<file path="config.mk">
export PLATFORM = sky130hd
export DESIGN_NAME = inorder_commit_buffer
export DESIGN_NICKNAME = d
export VERILOG_FILES = /design/src/rtl/rcb_pkg.sv /design/src/rtl/rcb_ptr_ctrl.sv /design/src/rtl/rcb_entry_array.sv /design/src/rtl/rcb_commit_ctrl.sv /design/src/rtl/inorder_commit_buffer.sv
export SDC_FILE = /design/constraint.sdc
export NUM_CORES = 2
export LEC_CHECK = 0
export BUFFER_PORTS_ARGS = -buffer_cell sky130_fd_sc_hd__buf_2
export CORE_UTILIZATION = 35
export CTS_CLUSTER_SIZE = 16
export DETAILED_ROUTE_END_ITERATION = 10
export SLEW_MARGIN = 5
export SYNTH_ARGS = -nofsm -noshare
export SYNTH_HDL_FRONTEND = slang
export SYNTH_SLANG_ARGS = --single-unit
</file>
<file path="constraint.sdc">
create_clock -name clk -period 8.4 [get_ports clk]
set_input_delay 0.42 -clock clk [delete_from_list [all_inputs] [get_ports clk]]
set_output_delay 0.42 -clock clk [all_outputs]
set_load 0.005 [all_outputs]
</file>
<file path="src/rtl/rcb_pkg.sv">
package rcb_pkg;

    // What the oldest slot does in the current cycle.
    typedef enum logic [1:0] {
        HEAD_IDLE   = 2'd0,
        HEAD_RETIRE = 2'd1,
        HEAD_TRAP   = 2'd2
    } head_act_e;

endpackage

</file>
<file path="src/rtl/rcb_ptr_ctrl.sv">
module rcb_ptr_ctrl #(
    parameter int DEPTH = 16,
    localparam int IDX_W = $clog2(DEPTH)
) (
    input  logic             clk,
    input  logic             rst_n,
    input  logic             alloc_fire,
    input  logic             retire_fire,
    input  logic             flush,
    output logic [IDX_W-1:0] head_idx,
    output logic [IDX_W-1:0] tail_idx,
    output logic             full,
    output logic             empty
);

    // Pointers carry one wrap bit above the index.
    typedef struct packed {
        logic [IDX_W:0] head;
        logic [IDX_W:0] tail;
    } ptr_t;

    ptr_t ptr_d, ptr_q;

    always_comb begin
        ptr_d = ptr_q;
        if (flush) begin
            ptr_d.head = '0;
            ptr_d.tail = '0;
        end else begin
            if (alloc_fire)  ptr_d.tail = ptr_q.tail + 1'b1;
            if (retire_fire) ptr_d.head = ptr_q.head + 1'b1;
        end
    end

    always_ff @(posedge clk or negedge rst_n) begin
        if (!rst_n) ptr_q <= '0;
        else        ptr_q <= ptr_d;
    end

    assign head_idx = ptr_q.head[IDX_W-1:0];
    assign tail_idx = ptr_q.tail[IDX_W-1:0];
    assign empty    = (ptr_q.head == ptr_q.tail);
    assign full     = (ptr_q.head[IDX_W] != ptr_q.tail[IDX_W]) &&
                      (ptr_q.head[IDX_W-1:0] == ptr_q.tail[IDX_W-1:0]);

    // Checking support: marks the cycles after the first post-reset edge.
    logic           seen_q;
    logic [IDX_W:0] occ;
    assign occ = ptr_q.tail - ptr_q.head;

    always_ff @(posedge clk or negedge rst_n) begin
        if (!rst_n) seen_q <= 1'b0;
        else        seen_q <= 1'b1;
    end

    a_r3_no_alloc_when_full: assert property (@(posedge clk) disable iff (!rst_n)
        full |-> !alloc_fire);

    a_r6_no_retire_when_empty: assert property (@(posedge clk) disable iff (!rst_n)
        empty |-> !retire_fire);

    a_r6_occupancy_step: assert property (@(posedge clk) disable iff (!rst_n)
        (seen_q && !$past(flush)) |->
            (occ == $past(occ) + (IDX_W+1)'($past(alloc_fire)) - (IDX_W+1)'($past(retire_fire))));

    a_r8_flush_empties: assert property (@(posedge clk) disable iff (!rst_n)
        (seen_q && $past(flush)) |-> (empty && head_idx == '0));

endmodule

</file>
<file path="src/rtl/rcb_entry_array.sv">
module rcb_entry_array #(
    parameter int DEPTH  = 16,
    parameter int AREG_W = 5,
    parameter int DATA_W = 32,
    parameter int PC_W   = 32,
    localparam int IDX_W = $clog2(DEPTH)
) (
    input  logic              clk,
    input  logic              rst_n,
    input  logic              alloc_fire,
    input  logic [IDX_W-1:0]  alloc_idx,
    input  logic [AREG_W-1:0] alloc_dest,
    input  logic              alloc_wen,
    input  logic [PC_W-1:0]   alloc_pc,
    input  logic              cmp_valid,
    input  logic [IDX_W-1:0]  cmp_idx,
    input  logic [DATA_W-1:0] cmp_data,
    input  logic              cmp_exc,
    input  logic              retire_fire,
    input  logic              flush,
    input  logic [IDX_W-1:0]  head_idx,
    input  logic [IDX_W-1:0]  lk_idx,
    output logic              head_valid,
    output logic              head_done,
    output logic              head_exc,
    output logic              head_wen,
    output logic [AREG_W-1:0] head_dest,
    output logic [DATA_W-1:0] head_data,
    output logic [PC_W-1:0]   head_pc,
    output logic              lk_hit,
    output logic [DATA_W-1:0] lk_data
);

    typedef struct packed {
        logic              valid;
        logic              done;
        logic              exc;
        logic              wen;
        logic [AREG_W-1:0] dest;
        logic [DATA_W-1:0] data;
        logic [PC_W-1:0]   pc;
    } slot_t;

    logic [DEPTH-1:0]  vld_vec;
    logic [DEPTH-1:0]  done_vec;
    logic [DEPTH-1:0]  exc_vec;
    logic [DEPTH-1:0]  wen_vec;
    logic [AREG_W-1:0] dest_arr [DEPTH];
    logic [DATA_W-1:0] data_arr [DEPTH];
    logic [PC_W-1:0]   pc_arr   [DEPTH];

    for (genvar i = 0; i < DEPTH; i++) begin : g_slot
        slot_t slot_d, slot_q;

        always_comb begin
            slot_d = slot_q;
            // Result write, only into an occupied slot.
            if (cmp_valid && cmp_idx == IDX_W'(i) && slot_q.valid) begin
                slot_d.done = 1'b1;
                slot_d.exc  = cmp_exc;
                slot_d.data = cmp_data;
            end
            // Leaving the window frees the slot.
            if (retire_fire && head_idx == IDX_W'(i)) begin
                slot_d.valid = 1'b0;
                slot_d.done  = 1'b0;
                slot_d.exc   = 1'b0;
            end
            // Fresh claim at the tail.
            if (alloc_fire && alloc_idx == IDX_W'(i)) begin
                slot_d.valid = 1'b1;
                slot_d.done  = 1'b0;
                slot_d.exc   = 1'b0;
                slot_d.wen   = alloc_wen;
                slot_d.dest  = alloc_dest;
                slot_d.pc    = alloc_pc;
                slot_d.data  = '0;
            end
            // A trap discards every slot.
            if (flush) begin
                slot_d.valid = 1'b0;
                slot_d.done  = 1'b0;
                slot_d.exc   = 1'b0;
            end
        end

        always_ff @(posedge clk or negedge rst_n) begin
            if (!rst_n) slot_q <= '0;
            else        slot_q <= slot_d;
        end

        assign vld_vec[i]  = slot_q.valid;
        assign done_vec[i] = slot_q.done;
        assign exc_vec[i]  = slot_q.exc;
        assign wen_vec[i]  = slot_q.wen;
        assign dest_arr[i] = slot_q.dest;
        assign data_arr[i] = slot_q.data;
        assign pc_arr[i]   = slot_q.pc;
    end

    assign head_valid = vld_vec[head_idx];
    assign head_done  = done_vec[head_idx];
    assign head_exc   = exc_vec[head_idx];
    assign head_wen   = wen_vec[head_idx];
    assign head_dest  = dest_arr[head_idx];
    assign head_data  = data_arr[head_idx];
    assign head_pc    = pc_arr[head_idx];

    assign lk_hit  = vld_vec[lk_idx] && done_vec[lk_idx];
    assign lk_data = data_arr[lk_idx];

    a_r10_ignore_free_slot: assert property (@(posedge clk) disable iff (!rst_n)
        (cmp_valid && !vld_vec[cmp_idx]) |=> !done_vec[$past(cmp_idx)]);

    a_r4_result_stored: assert property (@(posedge clk) disable iff (!rst_n)
        (cmp_valid && vld_vec[cmp_idx] && !flush && !(retire_fire && head_idx == cmp_idx))
            |=> (done_vec[$past(cmp_idx)] && data_arr[$past(cmp_idx)] == $past(cmp_data)));

    a_r5_retire_needs_result: assert property (@(posedge clk) disable iff (!rst_n)
        retire_fire |-> (head_valid && head_done && !head_exc));

endmodule

</file>
<file path="src/rtl/rcb_commit_ctrl.sv">
module rcb_commit_ctrl
    import rcb_pkg::*;
#(
    parameter int AREG_W = 5,
    parameter int DATA_W = 32,
    parameter int PC_W   = 32
) (
    input  logic              empty,
    input  logic              head_valid,
    input  logic              head_done,
    input  logic              head_exc,
    input  logic              head_wen,
    input  logic [AREG_W-1:0] head_dest,
    input  logic [DATA_W-1:0] head_data,
    input  logic [PC_W-1:0]   head_pc,
    output logic              retire_fire,
    output logic              flush,
    output logic              rf_we,
    output logic [AREG_W-1:0] rf_waddr,
    output logic [DATA_W-1:0] rf_wdata,
    output logic              exc_valid,
    output logic [PC_W-1:0]   exc_pc
);

    head_act_e act;

    always_comb begin
        act = HEAD_IDLE;
        if (!empty && head_valid && head_done) begin
            act = head_exc ? HEAD_TRAP : HEAD_RETIRE;
        end
    end

    assign retire_fire = (act == HEAD_RETIRE);
    assign flush       = (act == HEAD_TRAP);
    assign rf_we       = retire_fire && head_wen;
    assign rf_waddr    = head_dest;
    assign rf_wdata    = head_data;
    assign exc_valid   = flush;
    assign exc_pc      = head_pc;

endmodule

</file>
<file path="src/rtl/inorder_commit_buffer.sv">
module inorder_commit_buffer #(
    parameter int DEPTH  = 16,
    parameter int AREG_W = 5,
    parameter int DATA_W = 32,
    parameter int PC_W   = 32,
    localparam int IDX_W = $clog2(DEPTH)
) (
    input  logic              clk,
    input  logic              rst_n,
    input  logic              alloc_valid,
    output logic              alloc_ready,
    input  logic [AREG_W-1:0] alloc_dest,
    input  logic              alloc_wen,
    input  logic [PC_W-1:0]   alloc_pc,
    output logic [IDX_W-1:0]  alloc_idx,
    input  logic              cmp_valid,
    input  logic [IDX_W-1:0]  cmp_idx,
    input  logic [DATA_W-1:0] cmp_data,
    input  logic              cmp_exc,
    output logic              rf_we,
    output logic [AREG_W-1:0] rf_waddr,
    output logic [DATA_W-1:0] rf_wdata,
    output logic              exc_valid,
    output logic [PC_W-1:0]   exc_pc,
    input  logic [IDX_W-1:0]  lk_idx,
    output logic              lk_hit,
    output logic [DATA_W-1:0] lk_data
);

    logic             alloc_fire;
    logic             retire_fire;
    logic             flush;
    logic             full;
    logic             empty;
    logic [IDX_W-1:0] head_idx;
    logic [IDX_W-1:0] tail_idx;

    logic              head_valid;
    logic              head_done;
    logic              head_exc;
    logic              head_wen;
    logic [AREG_W-1:0] head_dest;
    logic [DATA_W-1:0] head_data;
    logic [PC_W-1:0]   head_pc;

    assign alloc_ready = !full && !flush;
    assign alloc_fire  = alloc_valid && alloc_ready;
    assign alloc_idx   = tail_idx;

    rcb_ptr_ctrl #(
        .DEPTH (DEPTH)
    ) ptr_i (
        .clk         (clk),
        .rst_n       (rst_n),
        .alloc_fire  (alloc_fire),
        .retire_fire (retire_fire),
        .flush       (flush),
        .head_idx    (head_idx),
        .tail_idx    (tail_idx),
        .full        (full),
        .empty       (empty)
    );

    rcb_entry_array #(
        .DEPTH  (DEPTH),
        .AREG_W (AREG_W),
        .DATA_W (DATA_W),
        .PC_W   (PC_W)
    ) slots_i (
        .clk         (clk),
        .rst_n       (rst_n),
        .alloc_fire  (alloc_fire),
        .alloc_idx   (tail_idx),
        .alloc_dest  (alloc_dest),
        .alloc_wen   (alloc_wen),
        .alloc_pc    (alloc_pc),
        .cmp_valid   (cmp_valid),
        .cmp_idx     (cmp_idx),
        .cmp_data    (cmp_data),
        .cmp_exc     (cmp_exc),
        .retire_fire (retire_fire),
        .flush       (flush),
        .head_idx    (head_idx),
        .lk_idx      (lk_idx),
        .head_valid  (head_valid),
        .head_done   (head_done),
        .head_exc    (head_exc),
        .head_wen    (head_wen),
        .head_dest   (head_dest),
        .head_data   (head_data),
        .head_pc     (head_pc),
        .lk_hit      (lk_hit),
        .lk_data     (lk_data)
    );

    rcb_commit_ctrl #(
        .AREG_W (AREG_W),
        .DATA_W (DATA_W),
        .PC_W   (PC_W)
    ) commit_i (
        .empty       (empty),
        .head_valid  (head_valid),
        .head_done   (head_done),
        .head_exc    (head_exc),
        .head_wen    (head_wen),
        .head_dest   (head_dest),
        .head_data   (head_data),
        .head_pc     (head_pc),
        .retire_fire (retire_fire),
        .flush       (flush),
        .rf_we       (rf_we),
        .rf_waddr    (rf_waddr),
        .rf_wdata    (rf_wdata),
        .exc_valid   (exc_valid),
        .exc_pc      (exc_pc)
    );

    a_r8_trap_blocks_port: assert property (@(posedge clk) disable iff (!rst_n)
        exc_valid |-> (!rf_we && !alloc_ready));

    a_r2_tail_advances: assert property (@(posedge clk) disable iff (!rst_n)
        (alloc_fire && !flush) |=> (alloc_idx == $past(alloc_idx) + 1'b1));

endmodule

</file>
After elaboration in Yosys (flattened, before gate mapping)
Cells that the tools add are included.
W data, S select, Z words.
{"block": "op_classes", "addsub": 2, "order_cmp": 4, "n_eq_ne": 50, "mux": 109, "bitwise": 2, "n_reduce_logical": 127}
{"cell": "$mux W73", "count": 16}
{"cell": "$mux W32", "count": 22}
{"cell": "$bmux W32 S4", "count": 3}
{"cell": "$eq A4 B4 Y1 const B", "count": 24}
{"cell": "$mux W3", "count": 32}
{"cell": "$logic_and A1 B1 Y1", "count": 71}
{"cell": "$reduce_bool A4 Y1", "count": 16}
{"cell": "$eq A4 B3 Y1 const B", "count": 12}
{"cell": "$reduce_bool A3 Y1", "count": 16}
{"cell": "$mux W2", "count": 18}
{"cell": "$reduce_bool A2 Y1", "count": 18}
{"cell": "$bmux W1 S4", "count": 6}
{"cell": "$eq A4 B2 Y1 const B", "count": 6}
{"cell": "$bmux W5 S4", "count": 1}
{"cell": "$mux W5", "count": 4}
{"cell": "$eq A4 B1 Y1 const B", "count": 3}
{"cell": "$logic_not A4 Y1", "count": 3}
{"cell": "$add A5 B1 Y5 const B", "count": 2}
{"cell": "$ge A5 B5 Y1 const B", "count": 2}
{"cell": "$lt A4 B5 Y1 const B", "count": 2}
{"cell": "$mux W10", "count": 1}
{"cell": "$not A4 Y5", "count": 2}
{"cell": "$mux W1", "count": 6}
{"cell": "$eq A5 B5 Y1", "count": 1}
{"cell": "other kinds (5)", "count": 7}
{"block": "word_totals", "ff_bits": 1178, "input_bits": 83, "output_inout_bits": 109, "word_cells": 408}

Depth between registers and ports, before layout
{"block": "depth", "word_depth": 12, "depth_mapped": 11}

Modules after synthesis
A second synthesis with hierarchy kept.
{"block": "unflattened", "hier_cells": 5164, "hier_area_um2": 59060.4}
{"mod": "rcb_entry_array", "n_inst": 1, "cells_each": 5034, "area_per_inst_um2": 57929.3, "seq_area_each_um2": 29228.0}
{"mod": "rcb_ptr_ctrl", "n_inst": 1, "cells_each": 55, "area_per_inst_um2": 559.3, "seq_area_each_um2": 250.2}
{"mod": "rcb_commit_ctrl", "n_inst": 1, "cells_each": 73, "area_per_inst_um2": 555.5, "seq_area_each_um2": 0.0}
{"mod": "inorder_commit_buffer", "n_inst": 1, "cells_each": 2, "area_per_inst_um2": 16.3, "seq_area_each_um2": 0.0}

Worst setup path before layout
Ideal clock, no wire load.
{"block": "synth_timing", "path_kind": "register to output", "startpoint": "reg ptr_i.ptr_q, in the netlist ptr_i.head_idx[0]", "endpoint": "out rf_wdata[23]", "arrival_ns": 2.652, "required_ns": 7.980, "slack_ns": 5.328, "path_stages_with_launch": 8, "cell_sequence": "dfrtp_1 -> buf_4 -> buf_6 -> clkbuf_1 -> buf_2 -> buf_2 -> mux4_2 -> mux4_2"}
{"block": "synth_between", "elab_chain_len": 4}
{"item": "start, declared", "line": "rcb_ptr_ctrl.sv:22", "text": "ptr_t ptr_d, ptr_q;"}
{"item": "start signal, assigned", "line": "rcb_ptr_ctrl.sv:37", "text": "else ptr_q <= ptr_d;"}
{"item": "$not A4 Y5 (not written as such)", "line": "rcb_entry_array.sv:106", "text": "assign head_data = data_arr[head_idx];"}
{"item": "$bmux W32 S4", "line": "rcb_entry_array.sv:106"}
{"item": "$mux W32 (not written as such) (2 in a row)", "line": "rcb_entry_array.sv:106"}
{"item": "end, declared", "line": "inorder_commit_buffer.sv:22", "text": "output logic [DATA_W-1:0] rf_wdata,"}
Every way passes these cells. The select of a mux whose other input is x is not followed.

Worst setup path after layout
{"block": "layout_timing", "startpoint": "reg ptr_i.ptr_q, in the netlist ptr_i.head_idx[1]", "endpoint": "out rf_we"}
{"block": "layout_between", "elab_chain_len": 7, "word_cells_on_any_way": 16, "classes_between": "eq/ne (2); mux (10); reduce/logical (4)"}
{"item": "$bmux W1 S4 / $eq A5 B5 Y1 (equally long branches)", "line": "rcb_entry_array.sv:101, rcb_ptr_ctrl.sv:42"}
{"item": "$mux W1 (not written as such) / $logic_not A1 Y1 (equally long branches)", "line": "rcb_entry_array.sv:101, rcb_commit_ctrl.sv:29"}
{"item": "$logic_and A1 B1 Y1 (2 in a row)", "line": "rcb_commit_ctrl.sv:29", "text": "if (!empty && head_valid && head_done) begin"}
{"item": "$mux W2", "line": "rcb_commit_ctrl.sv:29"}
{"item": "$eq A2 B1 Y1", "line": "rcb_commit_ctrl.sv:34", "text": "assign retire_fire = (act == HEAD_RETIRE);"}
{"item": "$logic_and A1 B1 Y1 *", "line": "rcb_commit_ctrl.sv:36", "text": "assign rf_we = retire_fire && head_wen;"}
{"item": "end, declared", "line": "inorder_commit_buffer.sv:20", "text": "output logic rf_we,"}
Mark *: on every way between the ends. The rest lies on a longest branch, timed or not. The select of a mux whose other input is x is not followed.

==> summary.md <==
| Metric | Value |
|---|---|
| Setup Viol. Count Final | `0` |
| Crit-path max cell delay | `0.89 ns` |
| Synth top area share | `49.8%` |
| Compound-Gate Fraction of Synth Area | `6.32%` |
| Run status | `finished clean` |
| Total Power | `0.0262 W` |
| Async set-reset flop share out of synthesis | `100%` |
| Buf+Inv Stages, Crit Path | `2` |
| DRT Pass-1 Iters | `7` |
| Remaining DRCs | `0` |
| Post-Route WL | `190000 um` |
| Post-CTS sizing | `0` |
| Worst path required time | `7.98 ns` |
| Fin. Hold Viols | `0` |
| DIE AREA | `171000 um^2` |
| Hold Path Depth | `3` |
| Synth Warn # | `0` |
| Pins Over Slew Limit | `0` |
| Num CTS Buffers | `120` |
| Hold Path Sink | `slots_i.data_arr[189]$_DFFE_PN0P_` |
| Fillers | `15700` |
| Placement Rows | `150` |
| Clock buffer depth | `3` |
| First-pass GRT wire length | `281000 um` |
| CP Class | `reg -> out` |
| Post-Syn Area | `59200 um^2` |
| Port Buf Inserts | `191` |
| Most frequent cells after synthesis | `1178 x dfrtp_1, 1065 x nand2_1, 575 x mux2_2` |
| Seq/Total Area, Yosys | `49.8%` |
| Largest family of logic cells by synthesized area | `multiplexers` |
| Max VDD drop | `0.000430 V` |
| Die X-Extent | `413 um` |
| Crit-path slowest cell | `mux4_2` |
| GRT Total Usage | `22.2%` |
| R2R cell count | `7` |
| Skew final | `0.0399 ns` |
| CTS clk-pin slew, worst paths | `0.07 ns` |
| CTS Sinks | `1178` |
| Initial antenna violation count | `37` |
| Synth Area in Adders | `0.169%` |
| Share of layout cells above drive strength 1 | `35.0%` |
| XOR/XNOR Fraction of Synth Area | `0.148%` |
| Cell area after layout | `65900 um^2` |
| Slew HR | `2.67%` |
| RSZ-0062 raised after global routing | `no` |
| Fmax | `181 MHz` |
| GR Overflow Total | `0` |
| Crit Path Max Fanout | `137` |
| CTS tree | `done` |
| Synth Area in Simple Gates | `7.80%` |
| GR peak layer | `met2` |
| Final TNS setup | `0 ns` |
| Post-route ant nets | `0` |
| Final nets | `4666` |
| Vias in the first global route | `40800` |
| Crit share post-route | `65.8%` |
| Cell Pwr Density | `398 nW/um^2` |
| Syn Nets | `4739` |
| Worst min-delay path startpoint | `cmp_data[29]` |
| Reg-to-reg endpoint | `slots_i.g_slot[0].slot_q[15]$_DFFE_PN0P_` |
| Max-cap violations | `0` |
| Met3 Use GR | `6.06%` |
| Post-synthesis mux area share | `31.8%` |
| Area of placed instances | `61600 um^2` |
| Most used DFF post-synth | `dfrtp_1` |
| Area of the core | `168000 um^2` |
| Clk Latency, worst-skew pair | `0.77 ns` |
| M2 GR Usage | `34.9%` |
| Crit-path cells | `buf_12, mux4_2, mux4_2, nor4_1, and2_1, buf_2` |
| Post-synth EDFFs | `0` |
| Pin slew with the least headroom to its limit | `1.46 ns` |
| Initial DRC count | `4630` |
| Placer Congestion | `0.860` |
| Critical Path AT | `5.10 ns` |
| Die H | `413 um` |
| Area of the multi-input gates | `27500 um^2` |
| Largest net degree at the start of global routing | `164` |
| Synthesis-to-layout area growth | `11.2%` |
| FF+latch count, synth | `1178` |
| Pleak | `27.1 nW` |
| Most common cell in the netlist | `dfrtp_1` |
| Most used cell, CP | `mux4_2` |
| M1 GR Usage | `29.5%` |
| Dominant cells by area after synthesis | `dfrtp_1 50%, mux4_2 20%, mux2_2 11%` |
| Type of origin of the critical path | `flip-flop` |
| IO Pins | `192` |
| Avg Inst Size Synth | `12.7 um^2` |
| Syn Inst Count | `4648` |
| Reg2Reg Setup Slack | `3.14 ns` |
| Crit. End Element | `output port` |
| Tmin final | `5.52 ns` |
| Family with the most delay on the worst path | `multiplexers` |
| Reg-to-Reg Start | `ptr_i.head_idx[2]$_DFFE_PN0P_` |
| H-tree lvl count | `3` |
| FF+latch area | `29500 um^2` |
| Average wire per standard cell | `27.6 um` |
| HP Class | `in -> reg` |
| Vias per Instance | `5.85` |
| Starting Density | `35.3%` |
| Largest area contributor in the netlist | `dfrtp_1` |
| Vias | `40300` |
| Clock Tree Root | `clkbuf_16` |
| Yosys cell types | `52` |
| DP HPWL | `102000 um` |
layout make-up:
cell class	count	area share [%]
sequential	1178	44.8
multi-input combinational	2984	41.8
clock buffer	166	5.26
tap	2204	4.19
timing repair buffer	286	2.81
clock inverter	57	1.13
inverter	5	0.0361
antenna	4	0.0152
repair_timing:
action,CTS,global route
setup endpoints to repair,0,0
setup buffers,0,0
hold endpoints to repair,66,0
hold buffers,5,0
sequential cells by signal, summed over array words and instances (netlist names):
| signal | flops |
|---|---|
| slots_i.done_vec | 16 |
| slots_i.data_arr | 512 |
| slots_i.g_slot.slot_q | 544 |
| slots_i.exc_vec | 16 |
| ptr_i.ptr_q | 2 |
| slots_i.dest_arr | 80 |
| ptr_i.tail_idx | 4 |
| ptr_i.head_idx | 4 |
cell usage in the layout, fill, tap and decap left out, types with 6 or more instances in the layout:
cell type / n
and3_2: 16
buf_12: 11
nand3_2: 16
clkbuf_8: 27
mux2_1: 37
o211ai_1: 7
clkbuf_1: 18
a2111oi_0: 8
bufinv_16: 15
mux4_2: 521
nor2_1: 29
buf_4: 80
xnor2_1: 6
o2111ai_1: 16
dfrtp_1: 1175
ha_1: 8
o21ai_0: 10
buf_2: 187
nand2_1: 1065
mux2_2: 575
clkinv_2: 23
o31ai_1: 10
mux2i_1: 20
clkinvlp_4: 9
nand3_1: 10
a21oi_1: 527
nor2b_1: 8
a41oi_4: 16
a211oi_1: 15
clkbuf_16: 121
o41ai_1: 9
nor3_1: 17
how the worst max path moves through the flow:
| stage | depth (start not counted) | slack (ns) | from | to |
|---|---|---|---|---|
| global placement | 7 | 3.24 | ptr_i.head_idx[0]$_DFFE_PN0P_ | slots_i.g_slot[3].slot_q[24]$_DFFE_PN0P_ |
| finish | 6 | 2.88 | ptr_i.head_idx[1]$_DFFE_PN0P_ | rf_we |
| global route | 6 | 2.63 | ptr_i.head_idx[0]$_DFFE_PN0P_ | rf_we |
| CTS | 6 | 2.82 | ptr_i.head_idx[0]$_DFFE_PN0P_ | rf_we |
| floorplan | 7 | 5.33 | ptr_i.head_idx[0]$_DFFE_PN0P_ | rf_wdata[23] |
| detailed placement | 7 | 3.20 | ptr_i.head_idx[0]$_DFFE_PN0P_ | slots_i.g_slot[3].slot_q[24]$_DFFE_PN0P_ |
logic make-up after synthesis:
kind of cell	after synthesis
mux	1153
xor+xnor	10
buf+inv	486
fa+ha+maj	8
flops	1178
simple gates	1182
compound gates	631
worst register-to-register path: stages, from the launching register on:
cell     delay [ns]
dfrtp_4        1.10
xnor2_1        0.21
nand4_1        0.72
o211a_1        0.78
buf_4          0.35
a41oi_4        0.79
buf_4          0.73
mux2_2         0.44
power breakdown:
| group | switching [W] | internal [W] | total, W |
|---|---|---|---|
| Clock | 0.00239 | 0.00334 | 0.00573 |
| Combinational | 0.00481 | 0.00549 | 0.0103 |
| Sequential | 0.00182 | 0.00833 | 0.0101 |
metal layers:
metal | wire length (um) | vias up
met1 | 75800 | 21100
met4 | 7070 | 38
li1 | - | 16700
met2 | 88700 | 1953
met3 | 18300 | 460
met5 | 227 | -
through the flow:
step	util [%]	cells	setup slack [ns]	hold WS, ns
after floorplan	-	4648	5.33	0.124
after global placement	36.7	6652	3.24	0.437
after detailed placement	36.7	6652	3.20	0.442
after CTS	39.3	6880	2.82	0.000568
after global routing	39.3	6882	2.63	0.0369
final	39.3	6884	2.88	0.0508
Power figures use the tool's default switching activity.
